File: config.mk
export PLATFORM = sky130hd
export DESIGN_NAME = alu_addsub_cell
export DESIGN_NICKNAME = d
export VERILOG_FILES = /design/src/rtl/alu_cell_pkg.sv /design/src/rtl/alu_cell_ctrl.sv /design/src/rtl/alu_cell_extend.sv /design/src/rtl/alu_cell_datapath.sv /design/src/rtl/alu_addsub_cell.sv
export SDC_FILE = /design/constraint.sdc
export NUM_CORES = 1
export LEC_CHECK = 0
export CAP_MARGIN = 5
export CORE_AREA = 2 2 39 41
export DETAILED_ROUTE_END_ITERATION = 8
export DIE_AREA = 0 0 41 43
export DONT_BUFFER_PORTS = 1
export PLACE_DENSITY = 0.69
export SLEW_MARGIN = 40
export SYNTH_ARGS = -nofsm -noshare
export SYNTH_HDL_FRONTEND = slang
export SYNTH_SLANG_ARGS = --single-unit
export TNS_END_PERCENT = 30
File: constraint.sdc
create_clock -name vclk -period 6.8
set_input_delay 1.02 -clock vclk [all_inputs]
set_output_delay 1.02 -clock vclk [all_outputs]
set_load 0.03 [all_outputs]
File: src/rtl/alu_cell_pkg.sv
package alu_cell_pkg;
  // Control strobes handed from the control decode to the datapath.
  typedef struct packed {
    logic invB;     // complement the extended second operand
    logic carryIn;  // carry injected at bit 0
  } aluStrobeT;
endpackage

File: src/rtl/alu_cell_ctrl.sv
module alu_cell_ctrl
  import alu_cell_pkg::*;
(
  input  logic      invertB,
  input  logic      carryIn,
  output aluStrobeT strobes
);
  always_comb begin
    strobes.invB    = invertB;
    strobes.carryIn = carryIn;
  end
endmodule

File: src/rtl/alu_cell_extend.sv
module alu_cell_extend #(
  parameter int IN_W      = 8,
  parameter int OUT_W     = 8,
  parameter bit IS_SIGNED = 1'b0
) (
  input  logic [IN_W-1:0]  raw,
  output logic [OUT_W-1:0] ext
);
  generate
    if (IN_W >= OUT_W) begin : g_trunc
      // keep only the low result-width bits
      assign ext = raw[OUT_W-1:0];
    end else begin : g_widen
      localparam int FILL_W = OUT_W - IN_W;
      logic fillBit;
      assign fillBit = IS_SIGNED ? raw[IN_W-1] : 1'b0;
      assign ext     = {{FILL_W{fillBit}}, raw};

      always_comb begin
        if (IS_SIGNED) begin
          AST_SIGNED_VALUE_KEPT: assert ($signed(ext) == OUT_W'($signed(raw)));
        end else begin
          AST_UNSIGNED_VALUE_KEPT: assert (ext == OUT_W'(raw));
        end
      end
    end
  endgenerate
endmodule

File: src/rtl/alu_cell_datapath.sv
module alu_cell_datapath
  import alu_cell_pkg::*;
#(
  parameter int W = 8
) (
  input  logic [W-1:0] aExt,
  input  logic [W-1:0] bExt,
  input  aluStrobeT    strobes,
  output logic [W-1:0] sumOut,
  output logic [W-1:0] propOut,
  output logic [W-1:0] carryOut
);
  logic [W:0]   chain;
  logic [W-1:0] bEff;
  logic [W:0]   wideSum;
  logic [W:0]   carryIntoBit;

  always_comb begin
    bEff     = strobes.invB ? ~bExt : bExt;
    chain    = '0;
    chain[0] = strobes.carryIn;
    sumOut   = '0;
    propOut  = '0;
    carryOut = '0;
    for (int i = 0; i < W; i++) begin
      propOut[i]  = aExt[i] ^ bEff[i];
      sumOut[i]   = propOut[i] ^ chain[i];
      chain[i+1]  = (aExt[i] & bEff[i]) | (aExt[i] & chain[i]) | (bEff[i] & chain[i]);
      carryOut[i] = chain[i+1];
    end

    // checks on the settled values of this evaluation
    wideSum      = {1'b0, aExt} + {1'b0, bEff} + (W+1)'(strobes.carryIn);
    carryIntoBit = {carryOut, strobes.carryIn};
    AST_SUM_ARITH: assert ({carryOut[W-1], sumOut} == wideSum);
    AST_SUM_PROP_CARRY: assert ((sumOut ^ propOut) == carryIntoBit[W-1:0]);
    AST_INV_UNIFORM: assert ((propOut ^ aExt ^ bExt) == {W{strobes.invB}});
    if (strobes.invB && strobes.carryIn) begin
      AST_SUB_DIFF: assert (sumOut == W'(aExt - bExt));
    end
  end
endmodule

File: src/rtl/alu_addsub_cell.sv
module alu_addsub_cell
  import alu_cell_pkg::*;
#(
  parameter int A_WIDTH  = 8,
  parameter int B_WIDTH  = 8,
  parameter int Y_WIDTH  = 8,
  parameter bit A_SIGNED = 1'b0,
  parameter bit B_SIGNED = 1'b0
) (
  input  logic [A_WIDTH-1:0] opA,
  input  logic [B_WIDTH-1:0] opB,
  input  logic               carryIn,
  input  logic               invertB,
  output logic [Y_WIDTH-1:0] sum,
  output logic [Y_WIDTH-1:0] propagate,
  output logic [Y_WIDTH-1:0] carryVec
);
  aluStrobeT          strobes;
  logic [Y_WIDTH-1:0] aExt;
  logic [Y_WIDTH-1:0] bExt;

  alu_cell_ctrl u_ctrl (
    .invertB (invertB),
    .carryIn (carryIn),
    .strobes (strobes)
  );

  alu_cell_extend #(.IN_W(A_WIDTH), .OUT_W(Y_WIDTH), .IS_SIGNED(A_SIGNED)) u_extA (
    .raw (opA),
    .ext (aExt)
  );

  alu_cell_extend #(.IN_W(B_WIDTH), .OUT_W(Y_WIDTH), .IS_SIGNED(B_SIGNED)) u_extB (
    .raw (opB),
    .ext (bExt)
  );

  alu_cell_datapath #(.W(Y_WIDTH)) u_dp (
    .aExt     (aExt),
    .bExt     (bExt),
    .strobes  (strobes),
    .sumOut   (sum),
    .propOut  (propagate),
    .carryOut (carryVec)
  );
endmodule

==> results_dict.tcl <==
set metrics [dict create \
    wl_met2_um 605 \
    rsz0062_at_grt "no" \
    cp.arrival_ns 3.58 \
    drtIter0Drc 3 \
    cp_top_family "adder cells" \
    min_path_type "input pin to output port" \
    power_density_mw_per_mm2 216 \
    dp.final_hpwl_mm 1.05 \
    gp_congestion 0.621 \
    drive_gt1_share_pct 11.9 \
    routed_wl_mm 1.18 \
    synth_area_leaders "ha_1 18%, xor2_1 11%, xor2_2 8.7%" \
    avgSynthCellArea_sq_um 8.26 \
    ant_nets 0 \
    max_stage_delay_ns 0.57 \
    hold_buffers 0 \
    cp_data_required_time_ns 5.78 \
    diodes 0 \
    grt_pass1_vias 480 \
    core.rowCount 14 \
    avgViaCountPerCell 5.96 \
    placement.io_buffers 0 \
    grt_pass1_wl_mm 1.95 \
    synth.largest_area_cell "ha_1" \
    post-route-util_pct 41.6 \
    drv_slew 0 \
    outcome "complete, no violations" \
    finalHoldViolations 0 \
    finalCriticalPeriod_ns 4.60 \
    wire_per_inst_um 14.2 \
    cp.buffers_inverters 1 \
    vias 495 \
    final_cell_mix "9 x inv_1, 8 x ha_1, 7 x xor2_1" \
    syn_to_final_growth_pct 2.45 \
    fmax_mhz 217 \
    fin_cells 83 \
    critPathMaxFanout 10 \
    cp_slowest_cell "xor2_1" \
    top_layer_used "met4" \
    wl_met1_um 438 \
    synth_warnings 0 \
    layout_commonest_cell "inv_1" \
    die_w_um 41 \
    critPathCaptureType "output port" \
    n_clock_buffer 0 \
    path_cells "xor2_1, fa_1, inv_1, fa_1, or3b_1, o31ai_1, nor2_1, xor2_1" \
    worst_pin_slew_ns 0.680 \
    core_area_sq_mm 0.00138 \
    antenna_found_initial 0 \
    setup_viol 0 \
    syn_inst 68 \
    maxCapViolations 0 \
    drtPass1Iterations 2 \
    post_cts_buffers 0 \
    die_h_um 43 \
    finalCritPeriodShare_pct 67.6 \
    grt_max_degree 11 \
    cts_resized 0 \
    synth.distinct_cells 32 \
    placedCellCount 83 \
    globalRouteOverflowTotal 0 \
    cellLeakagePower_nw 0.251 \
    yosysTopAreaCellShare_pct 17.8 \
    final.setup.tns_ns 0 \
    seq_area_frac_synth_pct 0 \
    slew_headroom_pct 54.3 \
    path_class "input pin to output port" \
    die_area_sq_mm 0.00176 \
    place_area_sq_um 576 \
    synth.net_count 96 \
    power_w 0.000124 \
    groute.usage.overall_pct 14.9 \
    vdd_drop_max_uv 69.0 \
    stdcell_area_sq_um 576 \
    drc 0 \
    synthesis.area_sq_um 562 \
    start_kind "input pin" \
    seq_area_sq_um 0 \
    seq_cells 0 \
    finalNetCount 97 \
    met3_wirelength_um 127 \
    initial_utilization_pct 40.6 \
    ioPinCount 42 \
]
metal layers:
| layer | up-vias | global-route usage, % |
|---|---|---|
| met2 | 26 | 25.3 |
| met1 | 221 | 18.8 |
| met4 | 0 | 2.67 |
| met3 | 2 | 2.62 |
| met5 | - | 0 |
| li1 | 246 | - |
synth_stat cells (2+ instances only):
master and n:
fa_1 2, ha_1 8, inv_1 9, nand2b_1 2
nor2_1 6, o21ai_0 2, o21bai_1 2, o22a_1 2
o22ai_1 2, o31a_1 2, xnor2_1 2, xor2_1 7
xor2_2 3
layout make-up:
| class | instances | area (sq um) |
|---|---|---|
| fillers | 157 | 808 |
| inverters | 9 | 33.8 |
| multi-input cells | 58 | 522 |
| well taps | 16 | 20.0 |
final timing paths:
| kind | from | endpoint | cells past startpoint | slack [ns] |
|---|---|---|---|---|
| min | opA[1] | propagate[1] | 1 | 2.31 |
| max | invertB | sum[4] | 8 | 2.20 |
logic make-up after synthesis:
kind of cell	count (synthesis)	share of synthesized area, %
AO/OA/AOI/OAI	20	27.2
AND/OR/NAND/NOR	16	17.2
XOR/XNOR	12	22.7
adder cells (fa/ha/maj)	10	24.9
buffers and inverters	10	8.02
power by group:
part / switching (W) / internal (W) / total, W
combinational: 0.0000927 / 0.0000316 / 0.000124
sequential: 0 / 0 / 0
clock: 0 / 0 / 0
metrics by stage:
step / setup WS (ns) / hold slack (ns)
global route: 2.01 / 2.33
CTS: 2.17 / 2.32
detailed placement: 2.18 / 2.31
finish: 2.20 / 2.31
global placement: 2.14 / 2.32
floorplan: 2.08 / 2.31
Power figures use the tool's default switching activity.
